===== config.mk =====
export PLATFORM = sky130hd
export DESIGN_NAME = itermul
export DESIGN_NICKNAME = d
export VERILOG_FILES = /design/src/rtl/itermul.sv
export SDC_FILE = /design/constraint.sdc
export NUM_CORES = 2
export LEC_CHECK = 0
export ABC_AREA = 0
export BUFFER_PORTS_ARGS = -buffer_cell sky130_fd_sc_hd__buf_2
export CORE_MARGIN = 10
export CORE_UTILIZATION = 47
export DETAILED_ROUTE_END_ITERATION = 8
export GPL_TIMING_DRIVEN = 0
export PLACE_DENSITY = 0.67
export SLEW_MARGIN = 20
export SYNTH_ARGS = -nofsm -noshare
export SYNTH_HDL_FRONTEND = slang
export SYNTH_SLANG_ARGS = --single-unit
export TNS_END_PERCENT = 10

===== constraint.sdc =====
create_clock -name clk -period 23 [get_ports clk]
set_input_delay 1.15 -clock clk [delete_from_list [all_inputs] [get_ports clk]]
set_output_delay 1.15 -clock clk [all_outputs]
set_load 0.01 [all_outputs]

===== src/rtl/itermul.sv =====
module itermul (
  input  logic        clk,
  input  logic        rst_n,
  input  logic        start,
  input  logic        is_long,
  input  logic        is_signed,
  input  logic        do_acc,
  input  logic        set_flags,
  input  logic [31:0] mcand,
  input  logic [31:0] mplier,
  input  logic [31:0] acc_lo,
  input  logic [31:0] acc_hi,
  output logic        busy,
  output logic        lo_valid,
  output logic        hi_valid,
  output logic [31:0] res_lo,
  output logic [31:0] res_hi,
  output logic        flag_n,
  output logic        flag_z
);
  localparam int SLICE1 = 15;
  localparam int SLICE2 = 27;

  logic        eng, long_r, flg_r, pend_v, pend_flg;
  logic [2:0]  cnt;
  logic [1:0]  np, xtra;
  logic [32:0] a_r, r_r;
  logic [63:0] acc_r, pend;

  // operand extension: short form always tested as signed
  wire         sx      = is_long ? is_signed : 1'b1;
  wire  [32:0] a_in    = {sx & mcand[31], mcand};
  wire  [32:0] r_in    = {sx & mplier[31], mplier};
  wire         fits17  = (&r_in[32:SLICE1]) | ~(|r_in[32:SLICE1]);
  wire         fits28  = (&r_in[32:SLICE2]) | ~(|r_in[32:SLICE2]);
  wire  [1:0]  np_in   = fits17 ? 2'd1 : (fits28 ? 2'd2 : 2'd3);
  wire  [1:0]  xtra_in = set_flags ? (is_long ? 2'd2 : 2'd1) : {1'b0, is_long & do_acc};
  wire  [63:0] acc_in  = do_acc ? (is_long ? {acc_hi, acc_lo} : {32'b0, acc_lo}) : 64'b0;

  wire  [2:0]  issue_c = {1'b0, np} + {1'b0, xtra};
  wire  [2:0]  end_c   = {1'b0, np} + {2'b0, xtra == 2'd2};
  assign busy = eng && (cnt < issue_c);
  wire         start_ok = start && !busy;
  wire         last     = cnt == {1'b0, np};
  wire         fin      = eng && last;

  logic [4:0]  sh;
  always_comb begin
    case (cnt)
      3'd1:    sh = 5'd0;
      3'd2:    sh = 5'(SLICE1);
      default: sh = 5'(SLICE2);
    endcase
  end

  // last pass takes the remaining bits as a signed value
  wire  [32:0] rsh   = 33'($signed(r_r) >>> sh);
  wire  [15:0] chunk = last ? rsh[15:0] :
                       (cnt == 3'd1 ? {1'b0, r_r[SLICE1-1:0]} : {4'b0, r_r[SLICE2-1:SLICE1]});
  wire  [48:0] pp    = 49'($signed({{16{a_r[32]}}, a_r}) * $signed({{33{chunk[15]}}, chunk}));
  wire  [63:0] ppx   = {{15{pp[48]}}, pp} << sh;
  wire  [63:0] sum   = acc_r + ppx;

  always_ff @(posedge clk) begin
    if (!rst_n) begin
      eng <= 1'b0; cnt <= 3'd0; np <= 2'd0; xtra <= 2'd0;
      long_r <= 1'b0; flg_r <= 1'b0; a_r <= '0; r_r <= '0; acc_r <= '0;
      pend_v <= 1'b0; pend_flg <= 1'b0; pend <= '0;
      lo_valid <= 1'b0; hi_valid <= 1'b0; res_lo <= '0; res_hi <= '0;
      flag_n <= 1'b0; flag_z <= 1'b0;
    end else begin
      lo_valid <= 1'b0;
      hi_valid <= 1'b0;
      pend_v   <= 1'b0;
      if (start_ok) begin
        eng <= 1'b1; cnt <= 3'd1; np <= np_in; xtra <= xtra_in;
        long_r <= is_long; flg_r <= set_flags;
        a_r <= a_in; r_r <= r_in; acc_r <= acc_in;
      end else if (eng) begin
        cnt <= cnt + 3'd1;
        if (cnt == end_c) eng <= 1'b0;
        if (cnt <= {1'b0, np}) acc_r <= sum;
      end
      if (fin) begin
        if (!(long_r && flg_r)) begin
          res_lo   <= sum[31:0];
          lo_valid <= 1'b1;
        end
        if (flg_r && !long_r) begin
          flag_n <= sum[31];
          flag_z <= sum[31:0] == 32'b0;
        end
        pend     <= sum;
        pend_v   <= long_r;
        pend_flg <= flg_r;
      end
      if (pend_v) begin
        res_hi   <= pend[63:32];
        hi_valid <= 1'b1;
        if (pend_flg) begin
          res_lo   <= pend[31:0];
          lo_valid <= 1'b1;
          flag_n   <= pend[63];
          flag_z   <= pend == 64'b0;
        end
      end
    end
  end
endmodule


# Word-level counts from Yosys, hierarchy flattened
# Index checks and enable logic that the tools add are counted.
# word_totals
reg_bits	274
in_bits	135
out_inout_bits	69
elab_cells	94
# op_classes
n_addsub	4
multipliers	1
magnitude_cmp	2
eq_ne	5
shift	2
muxes	35
bitwise	8
reduce_logical	18
# op_table
op	n
$mux W64	5
$mux W32	4
$add A64 B64 Y64	1
$logic_not A64 Y1	1
$shl A64 B5 Y64	1
$mul A33 B16 Y49	1
$sshr A33 B5 Y16	1
$logic_not A32 Y1	1
$mux W1	20
$reduce_and A18 Y1	1
$reduce_or A18 Y1	1
$mux W16	1
$mux W15	1
$pmux W5 S2	1
$mux W2	3
$reduce_and A6 Y1	1
$reduce_or A6 Y1	1
$logic_and A1 B1 Y1	5
$reduce_and A2 Y1	2
$reduce_bool A2 Y1	2
$add A2 B1 Y3	1
$add A2 B2 Y3	1
$add A3 B1 Y3 const B	1
$and A1 B1 Y1	3
other kinds (11)	15

# Logic depth before layout (Yosys ltp)
# logic_depth
word_depth	12
mapped_depth	49

# Worst setup path before layout
# Ideal clock, no wire load.
# synth_timing
kind	reg-to-reg
from	register cnt[0]
to	register acc_r[63]
setup_time_ns	0.070
t_arrival_ns	10.408
required_time_ns	22.930
path_slack_ns	12.522
stages_incl_launch_ff	45
path_cell_list	dfxtp_1 -> inv_1 -> ha_1 -> and3b_1 -> clkbuf_1 -> nor2_1 -> a21oi_1 -> o22ai_1 -> a31oi_1 -> clkbuf_1 -> nand2_1 -> fa_1 -> inv_1 -> fa_1 -> inv_1 -> fa_1 -> inv_1 -> fa_1 -> [... 9 more ...] -> o221ai_1 -> a221oi_1 -> a21oi_1 -> nor2_1 -> xnor2_1 -> a221o_1 -> ha_1 -> nand2_1 -> nor4_1 -> nand3_1 -> and3b_1 -> a21oi_2 -> a211oi_2 -> nor3b_4 -> o41ai_1 -> xor3_1 -> or3_1 -> a21oi_1
# synth_between
elab_chain_len	10
word_cells_on_any_way	21
classes_between	add/sub: 1; mul: 1; order compare: 2; eq/ne: 3; shift: 2; mux: 6; reduce/logical: 6
# synth_lines
item	line	source
start, declared	25	logic [2:0] cnt;
start signal, assigned	80	cnt <= cnt + 3'd1;
$eq A3 B2 Y1 / $eq A3 B1 Y1 (equally long branches)	49, 59	
$pmux W5 S2	49	case (cnt)
$sshr A33 B5 Y16	57	wire [32:0] rsh = 33'($signed(r_r) >>> sh);
$mux W16	58	wire [15:0] chunk = last ? rsh[15:0] :
$mul A33 B16 Y49	60	wire [48:0] pp = 49'($signed({{16{a_r[32]}}, a_r}) * $signed({{33{chunk[15]}}, chunk}));
$shl A64 B5 Y64	61	wire [63:0] ppx = {{15{pp[48]}}, pp} << sh;
$add A64 B64 Y64	62	wire [63:0] sum = acc_r + ppx;
$mux W64	82	if (cnt <= {1'b0, np}) acc_r <= sum;
$mux W64	79	end else if (eng) begin
$mux W64	75	if (start_ok) begin
end signal, assigned	78	a_r <= a_in; r_r <= r_in; acc_r <= acc_in;
end signal, assigned	82	
end, declared	28	logic [63:0] acc_r, pend;
# Parallel ways exist; a longest one is shown, timed or not. The select of a mux whose other input is x is not followed.
# A chain may end at the register's enable or synchronous reset.

# Final worst setup path
# layout_timing
from	register cnt[1]
to	register acc_r[63]
# Same word-level chain as after synthesis.

==> impl_metrics.yaml <==
run_status:
  status: "finished, final reports clean"
final_layout:
  fillers: 7023
  drive_gt1_share_pct: 6.910
  multi_input_comb_area_mm2: 0.02545
  area.sequential_mm2: 0.005485
  area_delta_synth_final_pct: 10.14
  nets: 5241
die:
  start_util_pct: 47.54
  die-area_mm2: 0.08360
  coreArea_mm2: 0.07161
  die_h_um: 289.1
  die_x_um: 289.1
  io_pins: 204
  num_rows: 98
cts:
  insertion_delay_ns: 0.59
  post_cts_buffers: 0
  ctsHoldBuffers: 0
  cts_buffers: 37
  clock-sinks: 274
  tritoncts: "built"
  path_clk_slew_ns: 0.06
  post_cts_resized: 0
  htreeDepth: 2
  cts_root_buffer: "clkbuf_16"
  clockBufferDepth: 3
placement:
  gp_congestion: 0.9902
  io_buffers: 202
  dp_hpwl_um: 103500
detailed_routing:
  drt_first_pass_iters: 7
  ant_nets: 0
  drc: 0
  wl_per_cell_um: 23.29
  dr_total_vias: 31180
  drt_wl_total_um: 125700
  drt-initial-drc-count: 3429
  avgViaCountPerCell: 5.778
job:
  cap_violations: 0
synth:
  synthCells: 4171
  synthTopCellsByArea: "fa_1 (30%), dfxtp_1 (16%), nand2_1 (7.6%), ha_1 (6.9%), inv_1 (6.6%)"
  yosysTopAreaCell: "fa_1"
  synth_warnings: 0
  synth.avg_cell_area_um2: 8.162
  synth-seq-cells: 274
  syn_area_mm2: 0.03404
  synth_top_area_share_pct: 29.52
  yosysUniqueCellTypes: 83
  ys_seq_area_share_pct: 16.11
  syn_nets: 4997
  synth_edf_count: 0
  synth_flop_cell: "dfxtp_1"
  async_flop_share_pct: 0
sta:
  finalCriticalPeriod_ns: 14.30
  finalSetupViolations: 0
  slew_headroom_pct: 16.54
  final.setup.tns_ns: 0
  fin_skew_ns: 0.03220
  hold_viol: 0
  rsz0062_at_grt: "false"
  worstMarginPinSlew_ns: 1.252
  final_max_slew_viol_count: 0
  fmax_mhz: 69.95
  period_share_pct: 62.15
worst_setup_path:
  cp.arrival_ns: 14.79
  required_ns: 23.49
  slowest_stage: "clkbuf_1"
  crit_path_start_kind: "flip-flop"
  worst_path_most_repeated_cell: "fa_1"
  cp_slowest_stage_delay_ns: 0.62
  worst-setup-path-type: "reg2reg"
  path_max_fanout: 10
  cp-end-kind: "flip-flop"
min_path:
  worstHoldPathType: "reg2reg"
global_route:
  antenna_found_initial: 10
  grt_max_degree: 13
  grt_pass1_wl_um: 189600
  gr-usage-all-layers_pct: 30.03
  overflow: 0
  grt_pass1_vias: 30420
power:
  irDropWorstVdd_mv: 0.07523
  p_leak_nw: 16.59
  pwr_density_cell_mw_per_mm2: 120.6
  p_total_mw: 4.524
-- cells in the mapped netlist, types with 46 or more instances --
| master | count |
|---|---|
| and2_1 | 213 |
| a21o_1 | 78 |
| fa_1 | 502 |
| nand2_1 | 692 |
| ha_1 | 189 |
| xnor2_1 | 71 |
| xor2_1 | 46 |
| o21ai_0 | 121 |
| nand3_1 | 53 |
| dfxtp_1 | 274 |
| clkbuf_1 | 221 |
| a21oi_1 | 275 |
| inv_1 | 598 |
| nor2_1 | 277 |
-- registers in the layout (all words and copies together) (netlist names), 2 cells and up --
signal	count
pend	64
res_lo	32
a_r	33
res_hi	32
xtra	2
np	2
acc_r	64
cnt	3
r_r	33
-- power breakdown --
group | total, mW | switching [mW] | internal (mW)
registers | 0.628 | 0.0766 | 0.552
logic | 3.32 | 2.23 | 1.09
clock network | 0.580 | 0.258 | 0.323
total | 4.52 | 2.56 | 1.96
-- cells in the final DEF (no fill, tap or decap), drive strengths merged, types with 9 or more instances in the layout --
cell type	n
nand3	53
o21a	14
clkinv	10
o21bai	25
dfxtp	274
nor3	31
inv	604
a311oi	40
mux2i	37
a221o	9
xor2	46
a221oi	23
xnor2	71
nand4	28
a21o	78
nand2b	33
o21ai	136
o31ai	14
nand2	692
nor2	277
and3	21
nor2b	14
nor4	23
a31oi	23
fa	502
clkbuf	269
a211oi	26
o22ai	17
and2	213
ha	189
buf	224
o211ai	24
a21oi	277
a22oi	22
-- cell families after synthesis --
kind of cell | after synthesis | share of synthesized area (%)
AOI/OAI and AO/OA | 789 | 15.04
xor gates and xnor gates | 118 | 3.080
adders and majority gates | 691 | 36.47
buffers and inverters | 839 | 9.276
DFF | 274 | 16.11
muxes | 39 | 1.154
and+or+nand+nor | 1421 | 18.87
-- worst max-delay path, delay by kind of cell, from the launching register on --
family / cells / cell delay (ns)
AOI/OAI and AO/OA: 14 / 4.31
xor gates and xnor gates: 2 / 0.98
adders and majority gates: 9 / 4.10
buffers and inverters: 8 / 1.92
DFF: 1 / 0.52
and+or+nand+nor: 9 / 2.35
-- area by class of cell --
cell class / instances / area share [%]
Multi-Input combinational cell: 3058 / 67.87
Sequential cell: 274 / 14.63
Inverter: 599 / 5.996
Tap cell: 950 / 3.170
Timing Repair Buffer: 205 / 2.766
Clock buffer: 48 / 2.659
Buffer: 240 / 2.433
Clock inverter: 19 / 0.4571
Antenna cell: 3 / 0.02002
-- worst paths after layout --
| kind | from | slack, ns | end | cells after the start |
|---|---|---|---|---|
| worst min register to register | r_r[20]$_SDFFE_PN0P_ | 0.46 | r_r[20]$_SDFFE_PN0P_ | 2 |
| worst max-delay path | cnt[1]$_SDFFE_PP0P_ | 8.70 | acc_r[63]$_SDFFE_PN0P_ | 42 |
| worst min-delay path | r_r[20]$_SDFFE_PN0P_ | 0.46 | r_r[20]$_SDFFE_PN0P_ | 2 |
| worst max register to register | cnt[1]$_SDFFE_PP0P_ | 8.70 | acc_r[63]$_SDFFE_PN0P_ | 42 |
-- layer usage --
layer  wire [um]  share of wire (%)  up-vias  GRT usage (%)
met5          26              0.021        -              0
met4        4179                3.3        4          9.548
met3       14250                 11      245          8.156
met2       53820                 43     1610          44.31
met1       53370                 42    15390          42.26
li1            -                  -    13930              -
-- through the flow --
stage	cells	utilization (%)	instance area (um^2)	hold slack, ns	setup slack, ns
CTS	5393	52.34	37480	0.4597	9.112
global route	5395	52.36	37490	0.4867	8.053
global placement	5323	50.61	36240	0.4453	8.929
finish	5396	52.36	37500	0.4624	8.705
detailed placement	5326	50.71	36310	0.4515	9.275
floorplan	4171	-	34040	0.4362	12.52
Power figures use the tool's default switching activity.
